**src/rtl/zcap_pkg.sv**
```systemverilog
package zcap_pkg;
   typedef enum logic [1:0] {
      CS_IDLE  = 2'd0,
      CS_ARMED = 2'd1,
      CS_FILL  = 2'd2,
      CS_FIN   = 2'd3
   } cap_state_t;
endpackage

```
**src/rtl/zcap_interval_timer.sv**
```systemverilog
module zcap_interval_timer #(
   parameter int unsigned TICK_CYCLES = 10_000_000
) (
   input  logic clk,
   input  logic rst_n,
   output logic tick
);
   localparam int unsigned CNT_W = (TICK_CYCLES > 2) ? $clog2(TICK_CYCLES) : 1;
   localparam logic [CNT_W-1:0] LAST = CNT_W'(TICK_CYCLES - 1);

   generate
      if (TICK_CYCLES < 2) begin : g_bad_period
         $error("TICK_CYCLES must be at least 2");
      end
   endgenerate

   logic [CNT_W-1:0] cnt_q;

   assign tick = (cnt_q == LAST);

   always_ff @(posedge clk or negedge rst_n) begin
      if (!rst_n)      cnt_q <= '0;
      else if (tick)   cnt_q <= '0;
      else             cnt_q <= cnt_q + 1'b1;
   end


   tick_spacing_chk: assert property (@(posedge clk) disable iff (!rst_n)
      tick |=> !tick);
endmodule

```
**src/rtl/zcap_cross_detect.sv**
```systemverilog
module zcap_cross_detect #(
   parameter int unsigned SAMPLE_W = 16
) (
   input  logic                clk,
   input  logic                rst_n,
   input  logic [SAMPLE_W-1:0] smp,
   input  logic                vld,
   output logic                rise
);
   logic prev_neg_q;
   logic cur_neg;

   assign cur_neg = ($signed(smp) < 0);
   assign rise    = vld && prev_neg_q && !cur_neg;

   always_ff @(posedge clk or negedge rst_n) begin
      if (!rst_n)    prev_neg_q <= 1'b0;
      else if (vld)  prev_neg_q <= cur_neg;
   end


   rise_nonneg_chk: assert property (@(posedge clk) disable iff (!rst_n)
      rise |-> (vld && !smp[SAMPLE_W-1]));
endmodule

```
**src/rtl/zcap_fsm.sv**
```systemverilog
module zcap_fsm
   import zcap_pkg::*;
#(
   parameter int unsigned DEPTH = 1024,
   localparam int unsigned ADDR_W = $clog2(DEPTH)
) (
   input  logic              clk,
   input  logic              rst_n,
   input  logic              tick,
   input  logic              vld,
   input  logic              rise,
   output logic              we,
   output logic [ADDR_W-1:0] addr,
   output logic              busy,
   output logic              done
);
   localparam logic [ADDR_W-1:0] LAST = ADDR_W'(DEPTH - 1);

   cap_state_t        st_q;
   logic [ADDR_W-1:0] addr_q;

   always_comb begin
      we = 1'b0;
      unique case (st_q)
         CS_ARMED: we = rise;
         CS_FILL:  we = vld;
         default:  we = 1'b0;
      endcase
   end

   assign addr = (st_q == CS_ARMED) ? '0 : addr_q;
   assign busy = (st_q == CS_ARMED) || (st_q == CS_FILL);
   assign done = (st_q == CS_FIN);

   always_ff @(posedge clk or negedge rst_n) begin
      if (!rst_n) begin
         st_q   <= CS_IDLE;
         addr_q <= '0;
      end else begin
         unique case (st_q)
            CS_IDLE:  if (tick) st_q <= CS_ARMED;
            CS_ARMED: if (rise) begin
               addr_q <= ADDR_W'(1);
               st_q   <= CS_FILL;
            end
            CS_FILL:  if (vld) begin
               if (addr_q == LAST) st_q <= CS_FIN;
               else                addr_q <= addr_q + 1'b1;
            end
            default: begin
               st_q   <= CS_IDLE;
               addr_q <= '0;
            end
         endcase
      end
   end


   done_single_chk: assert property (@(posedge clk) disable iff (!rst_n)
      done |=> !done);


   done_after_last_chk: assert property (@(posedge clk) disable iff (!rst_n)
      done |-> ($past(we) && ($past(addr) == LAST)));


   write_needs_valid_chk: assert property (@(posedge clk) disable iff (!rst_n)
      we |-> vld);


   write_needs_busy_chk: assert property (@(posedge clk) disable iff (!rst_n)
      we |-> busy);


   tick_no_abort_chk: assert property (@(posedge clk) disable iff (!rst_n)
      (busy && tick) |=> (busy || done));
endmodule

```
**src/rtl/zc_capture_ctrl.sv**
```systemverilog
module zc_capture_ctrl #(
   parameter int unsigned SAMPLE_W    = 16,
   parameter int unsigned STORE_W     = 8,
   parameter int unsigned DEPTH       = 1024,
   parameter int unsigned TICK_CYCLES = 10_000_000,
   localparam int unsigned ADDR_W     = $clog2(DEPTH)
) (
   input  logic                clk,
   input  logic                rst_n,
   input  logic [SAMPLE_W-1:0] smp_in,
   input  logic                smp_vld,
   output logic                disp_we,
   output logic [ADDR_W-1:0]   disp_addr,
   output logic [STORE_W-1:0]  disp_data,
   output logic                xfrm_we,
   output logic [ADDR_W-1:0]   xfrm_addr,
   output logic [STORE_W-1:0]  xfrm_data,
   output logic                busy,
   output logic                done
);
   generate
      if (STORE_W > SAMPLE_W || STORE_W == 0) begin : g_bad_width
         $error("STORE_W must be between 1 and SAMPLE_W");
      end
      if (DEPTH < 2 || (DEPTH & (DEPTH - 1)) != 0) begin : g_bad_depth
         $error("DEPTH must be a power of two and at least 2");
      end
   endgenerate

   logic              tick;
   logic              rise;
   logic              wr_en;
   logic [ADDR_W-1:0] wr_addr;
   logic [STORE_W-1:0] wr_byte;

   zcap_interval_timer #(.TICK_CYCLES(TICK_CYCLES)) u_timer (
      .clk  (clk),
      .rst_n(rst_n),
      .tick (tick)
   );

   zcap_cross_detect #(.SAMPLE_W(SAMPLE_W)) u_cross (
      .clk  (clk),
      .rst_n(rst_n),
      .smp  (smp_in),
      .vld  (smp_vld),
      .rise (rise)
   );

   zcap_fsm #(.DEPTH(DEPTH)) u_fsm (
      .clk  (clk),
      .rst_n(rst_n),
      .tick (tick),
      .vld  (smp_vld),
      .rise (rise),
      .we   (wr_en),
      .addr (wr_addr),
      .busy (busy),
      .done (done)
   );

   generate
      if (STORE_W == SAMPLE_W) begin : g_full
         assign wr_byte = smp_in;
      end else begin : g_upper
         assign wr_byte = smp_in[SAMPLE_W-1 -: STORE_W];
      end
   endgenerate

   assign disp_we   = wr_en;
   assign disp_addr = wr_addr;
   assign disp_data = wr_byte;
   assign xfrm_we   = wr_en;
   assign xfrm_addr = wr_addr;
   assign xfrm_data = wr_byte;


   first_write_crossing_chk: assert property (@(posedge clk) disable iff (!rst_n)
      (disp_we && disp_addr == '0) |-> (smp_vld && !smp_in[SAMPLE_W-1]));


   idle_no_write_chk: assert property (@(posedge clk) disable iff (!rst_n)
      (!busy) |-> !(disp_we || xfrm_we));
endmodule

```
**config.mk**
```make
export PLATFORM = sky130hd
export DESIGN_NAME = zc_capture_ctrl
export DESIGN_NICKNAME = d
export VERILOG_FILES = /design/src/rtl/zcap_pkg.sv /design/src/rtl/zcap_interval_timer.sv /design/src/rtl/zcap_cross_detect.sv /design/src/rtl/zcap_fsm.sv /design/src/rtl/zc_capture_ctrl.sv
export SDC_FILE = /design/constraint.sdc
export NUM_CORES = 1
export LEC_CHECK = 0
export BUFFER_PORTS_ARGS = -buffer_cell sky130_fd_sc_hd__buf_4
export CAP_MARGIN = 20
export CELL_PAD_IN_SITES_DETAIL_PLACEMENT = 1
export CELL_PAD_IN_SITES_GLOBAL_PLACEMENT = 1
export CORE_AREA = 2 2 77 79
export CTS_CLUSTER_DIAMETER = 150
export DETAILED_ROUTE_END_ITERATION = 8
export DIE_AREA = 0 0 79 81
export GPL_TIMING_DRIVEN = 0
export PLACE_DENSITY_LB_ADDON = 0.05
export SLEW_MARGIN = 10
export SYNTH_ARGS = -nofsm -noshare
export SYNTH_HDL_FRONTEND = slang
export SYNTH_HIERARCHICAL = 1
export SYNTH_SLANG_ARGS = --single-unit
```
**constraint.sdc**
```tcl
create_clock -name clk -period 4.85 [get_ports clk]
set_clock_uncertainty 0.15 [all_clocks]
set_input_delay 0.97 -clock clk [delete_from_list [all_inputs] [get_ports clk]]
set_output_delay 0.97 -clock clk [all_outputs]
set_load 0.02 [all_outputs]
```
==> results of run 1 <==
[stage by stage]
stage | instance area, µm² | setup WS, ns | utilization [%] | hold WS, ns
CTS | 2810 | 1.86 | 49.6 | 0.337
floorplan | 2310 | 1.89 | - | 0.302
detailed placement | 2730 | 1.87 | 48.1 | 0.327
finish | 2810 | 1.88 | 49.6 | 0.330
global route | 2810 | 1.76 | 49.6 | 0.369
global placement | 2730 | 1.89 | 48.1 | 0.321
[placed cells by master (no fill, tap or decap), drive strengths merged, types with 6 or more instances in the layout]
cell type  netlist  layout
o31ai           10      10
inv              8       8
buf             31      74
o21ai            6       6
nor2            18      18
xnor2           16      16
clkbuf           4      11
nand4           10      10
nand3           19      19
nor2b           11      11
nor3             6       6
dfrtp           37      37
nand2           10      10
ha               7       7
[state kept, by name (all words and copies together), names as in the netlist]
register / flops
u_timer/cnt_q: 24
u_cross/prev_neg_q: 1
u_fsm/addr_q: 10
u_fsm/st_q: 2
[worst paths after layout]
kind | slack [ns] | cells past startpoint | end
hold reg to reg | 0.33 | 1 | u_timer/cnt_q[0]$_DFF_PN0_
setup reg to reg | 2.53 | 6 | u_fsm/st_q[1]$_DFFE_PN0P_
setup / recovery | 1.88 | 6 | xfrm_we
hold / removal | 0.33 | 1 | u_timer/cnt_q[0]$_DFF_PN0_
min in group asynchronous | 0.49 | 1 | u_timer/cnt_q[21]$_DFF_PN0_
max in group asynchronous | 3.71 | 1 | u_timer/cnt_q[5]$_DFF_PN0_
[Yosys cell counts (5+ instances only)]
master	n
buf_4	28
o31ai_1	7
nor2b_1	11
xnor2_1	16
xor2_1	5
dfrtp_1	37
ha_1	7
nand2_1	10
nor2_1	18
inv_1	8
nand4_1	9
nand3_1	18
[layout make-up]
cell class                 count  area (µm²)
tap                           75        93.8
inverter                       8        30.0
multi-input combinational    155        1100
buffer                        35         253
fill                         701        2860
clock buffer                   7        86.3
timing repair buffer          43         323
sequential                    37         926
[cell families after synthesis]
logic type / Yosys count / synth area share, %
xor gates and xnor gates: 21 / 7.96
DFF: 37 / 40.1
buffers and inverters: 43 / 12.2
and+or+nand+nor: 96 / 25.0
muxes: 3 / 1.57
AOI/OAI and AO/OA: 28 / 9.37
adders and majority gates: 7 / 3.79
[report_power, final]
group | leakage (nW) | total, mW | internal (mW) | switching, mW
Sequential | 0.495 | 0.341 | 0.324 | 0.0168
Combinational | 0.805 | 0.383 | 0.157 | 0.226
Clock | 0.0443 | 0.222 | 0.113 | 0.109
[worst max-delay path: stages]
cell and delay (ns):
buf_4 0.13, and3b_2 0.22, a22oi_1 0.17, nor2b_1 0.09, buf_4 0.13, buf_4 0.14
[layer usage]
metal / wire length, µm / vias up / track usage [%]
li1: - / 903 / -
met1: 2550 / 904 / 24.0
met2: 2270 / 36 / 25.8
met3: 197 / 6 / 3.33
met4: 57 / 0 / 5.17
met5: 0 / - / 0
==> results.sh, run 1 <==
export IMPL_fin_crit_ns=2.97
export IMPL_r2r_start="u_timer/cnt_q[21]$_DFF_PN0_"
export IMPL_p_leak_nw=1.34
export IMPL_postRouteWirelength_um=5080
export IMPL_syn_to_final_growth_pct=21.8
export IMPL_vias=1849
export IMPL_dieArea_mm2=0.00640
export IMPL_cts_clk_slew_worst_paths_ns=0.07
export IMPL_htreeDepth=2
export IMPL_yosysTopAreaCell="dfrtp_1"
export IMPL_dp_cells=353
export IMPL_synth_seq_cells=37
export IMPL_finalNetCount=311
export IMPL_placementRows=28
export IMPL_synth_cell_area_mm2=0.00231
export IMPL_ir_drop_uv=253
export IMPL_drive_gt1_share_pct=33.3
export IMPL_hold_viol=0
export IMPL_synth_edf_count=0
export IMPL_drt_pass1_iter_count=4
export IMPL_cts_buffers=5
export IMPL_hp_class="flop to flop"
export IMPL_timing_final_crit_share_pct=61.3
export IMPL_cp_max_fo=5
export IMPL_cp_arrival_ns=1.85
export IMPL_antenna_found_initial=0
export IMPL_yosysTopAreaCellShare_pct=40.1
export IMPL_end_kind="primary output"
export IMPL_cts_tree="built"
export IMPL_status="complete, no violations"
export IMPL_tightest_slew_ns=0.542
export IMPL_grt_ovfl_total=0
export IMPL_start_util_pct=40.7
export IMPL_dpl_hpwl_um=3780
export IMPL_root_buffer="clkbuf_8"
export IMPL_cts_sinks=37
export IMPL_ys_warn_count=6
export IMPL_synth_cell_types=49
export IMPL_wl_per_cell_um=14.1
export IMPL_globalplace_congestion=0.756
export IMPL_die_w_um=79
export IMPL_ys_flop_type="dfrtp_1"
export IMPL_cts_setup_buffers=0
export IMPL_setup_viol=0
export IMPL_p_per_area_mw_per_mm2=336
export IMPL_die_height_um=81
export IMPL_min_from="u_timer/cnt_q[0]$_DFF_PN0_"
export IMPL_slew_limit_headroom_pct=63.9
export IMPL_hold_buffers=0
export IMPL_ant_nets=0
export IMPL_cts_repair_resized=0
export IMPL_syn_area_per_cell_um2=9.83
export IMPL_cts_root_to_sink_buffers=2
export IMPL_critical_path_class="input port to primary output"
export IMPL_viasPerCell=5.14
export IMPL_grt_max_degree=38
export IMPL_clk_latency_ns=0.29
export IMPL_grt_pass1_wl_um=8500
export IMPL_port_buffers=43
export IMPL_rsz0062_at_grt="false"
export IMPL_synthCells=235
export IMPL_start_kind="input port"
export IMPL_grt_pass1_vias=1755
export IMPL_synthArstFlopShare_pct=100
export IMPL_dr_first_iter_drc_count=47
export IMPL_drv_cap=0
export IMPL_startpoint="smp_vld"
export IMPL_grtUsageTotal_pct=16.8
export IMPL_cp_required_ns=3.73
export IMPL_fin_tns_setup_ns=0
export IMPL_diodes=0
export IMPL_synth_area_top_cells="dfrtp_1 (40%), buf_4 (9.1%), xnor2_1 (6.1%), nand3_1 (3.9%), ha_1 (3.8%)"
export IMPL_drcViolationCount=0
export IMPL_ys_seq_area_share_pct=40.1
export IMPL_io_pins=59
export IMPL_slew_viol_final=0
export IMPL_core_mm2=0.00568
export IMPL_timing_fmax_mhz=336
export IMPL_power_mw=0.946
export IMPL_syn_num_nets=261
export IMPL_final_cells=360
Power figures use the tool's default switching activity.
==> run 2, diff against run 1 <==
CORE_AREA = 2 2 84 86   (was 2 2 77 79)
DIE_AREA = 0 0 86 88   (was 0 0 79 81)
clock period = 2.5 ns   (was 4.85 ns; I/O delays follow)
==> results.sh, run 2 (synthesis results as in run 1) <==
export IMPL_status="complete, no violations"
export IMPL_globalplace_congestion=0.720
export IMPL_cp_max_fo=7
export IMPL_setup_ws_ns=0.162
export IMPL_r2r_cells=7
export IMPL_cts_clk_slew_worst_paths_ns=0.07
export IMPL_placementRows=30
export IMPL_antenna_found_initial=0
export IMPL_grt_max_degree=38
export IMPL_grt_most_used_layer="met2"
export IMPL_top_register="u_timer/cnt_q"
export IMPL_hold_viol=0
export IMPL_fin_area_mm2=0.00283
export IMPL_r2r_start="u_timer/cnt_q[0]$_DFF_PN0_"
export IMPL_grt_pass1_wl_um=8900
export IMPL_slew_viol_final=0
export IMPL_dpl_hpwl_um=3720
export IMPL_grt_pass1_vias=1810
export IMPL_rsz0062_at_grt="true"
export IMPL_p_leak_nw=1.35
export IMPL_finalNetCount=311
export IMPL_grtUsageTotal_pct=14.9
export IMPL_final_cells=366
export IMPL_cp_required_ns=1.85
export IMPL_drive_gt1_share_pct=34.6
export IMPL_start_kind="flop"
export IMPL_critical_path_class="flop to primary output"
export IMPL_final_common_cell="buf_4"
export IMPL_setup_viol=0
export IMPL_core_mm2=0.00664
export IMPL_hp_class="input port to asynchronous set/reset pin"
export IMPL_clk_latency_ns=0.28
export IMPL_htreeDepth=2
export IMPL_grt_ovfl_total=0
export IMPL_place_area_mm2=0.00273
export IMPL_use_met2_pct=22.6
export IMPL_vias=1815
export IMPL_dr_first_iter_drc_count=97
export IMPL_hold_buffers=0
export IMPL_cts_root_to_sink_buffers=2
export IMPL_ff2ff_setup_slack_ns=0.22
export IMPL_drv_cap=0
export IMPL_tightest_slew_ns=0.517
export IMPL_final_cell_mix="buf_4 (71), dfrtp_1 (37), nor2_1 (18), nand3_1 (18), xnor2_1 (16)"
export IMPL_reg2reg_to="u_fsm/st_q[1]$_DFFE_PN0P_"
export IMPL_cp_arrival_ns=1.69
export IMPL_grt_use_met3_pct=3.02
export IMPL_largest_reg_flops=24
export IMPL_cts_tree="built"
export IMPL_viasPerCell=4.96
export IMPL_syn_to_final_growth_pct=22.5
export IMPL_reg_top3="u_timer/cnt_q: 24 flops, u_fsm/addr_q: 10 flops, u_fsm/st_q: 2 flops"
export IMPL_dp_cells=358
export IMPL_cts_setup_buffers=0
export IMPL_postRouteWirelength_um=5100
export IMPL_port_buffers=43
export IMPL_die_height_um=88
export IMPL_start_util_pct=34.8
export IMPL_io_pins=59
export IMPL_end_kind="primary output"
export IMPL_fill_cells=768
export IMPL_fin_crit_ns=2.34
export IMPL_met1_usage_pct=21.6
export IMPL_timing_fmax_mhz=428
export IMPL_ant_nets=0
export IMPL_cts_sinks=37
export IMPL_drt_pass1_iter_count=4
export IMPL_p_per_area_mw_per_mm2=643
export IMPL_place_ws_ns=0.0676
export IMPL_die_w_um=86
export IMPL_root_buffer="clkbuf_8"
export IMPL_wl_per_cell_um=13.9
export IMPL_slew_limit_headroom_pct=65.6
export IMPL_diodes=0
export IMPL_drcViolationCount=0
export IMPL_timing_final_crit_share_pct=93.5
export IMPL_dieArea_mm2=0.00757
export IMPL_cts_buffers=5
export IMPL_ir_drop_uv=501
==> run 2: timing repair <==
item | 4_1_cts | 5_1_grt
endpoints found under the setup margin | 10 | 11
pin swaps | 0 | 0
gates cloned | 0 | 0
resized for setup | 1 | 5
==> run 2: worst max-delay path, cell delays in order, from the launching register on <==
cell and delay, ns:
dfrtp_1 0.41, inv_1 0.10, ha_1 0.42, nor2b_1 0.22, buf_4 0.13, buf_4 0.12
==> run 2: worst max-delay path by stage <==
stage / start / end / slack, ns / cells after the start
final: u_fsm/st_q[0]$_DFFE_PN0P_ / xfrm_we / 0.16 / 5
after global routing: u_fsm/st_q[1]$_DFFE_PN0P_ / xfrm_addr[1] / -0.02 / 6
after CTS: u_timer/cnt_q[7]$_DFF_PN0_ / u_fsm/st_q[1]$_DFFE_PN0P_ / 0.06 / 6
after detailed placement: u_timer/cnt_q[7]$_DFF_PN0_ / u_fsm/st_q[1]$_DFFE_PN0P_ / 0.07 / 6
after global placement: u_timer/cnt_q[7]$_DFF_PN0_ / u_fsm/st_q[1]$_DFFE_PN0P_ / 0.09 / 6
after floorplan: u_fsm/st_q[0]$_DFFE_PN0P_ / xfrm_we / 0.31 / 4
==> run 2: metrics by stage <==
stage	hold slack, ns	setup TNS, ns	power, mW	utilization (%)
after global routing	0.0571	-0.0554	1.97	42.6
after floorplan	0.0544	0	1.19	-
final	0.0166	0	1.82	42.6
after CTS	0.0378	0	1.86	42.4
after detailed placement	0.342	0	1.43	41.1
after global placement	0.327	0	1.42	41.1
==> run 2: layer usage <==
metal | share of wire, % | wire (µm)
met2 | 44 | 2240
met5 | 0 | 0
met1 | 51 | 2610
met3 | 3.9 | 198
met4 | 0.90 | 46
==> run 2: area by class of cell <==
cell class	count	area [µm²]	share of cell area, %
Buffer	35	255	9.02
Clock buffer	8	80.1	2.83
Inverter	8	30.0	1.06
Multi-Input combinational cell	155	1120	39.4
Sequential cell	37	926	32.7
Tap cell	80	100	3.54
Timing Repair Buffer	43	323	11.4
==> run 2: report_power, final <==
group          internal, mW  switching (mW)
registers             0.629          0.0327
clock network         0.198           0.210
logic                 0.311           0.438
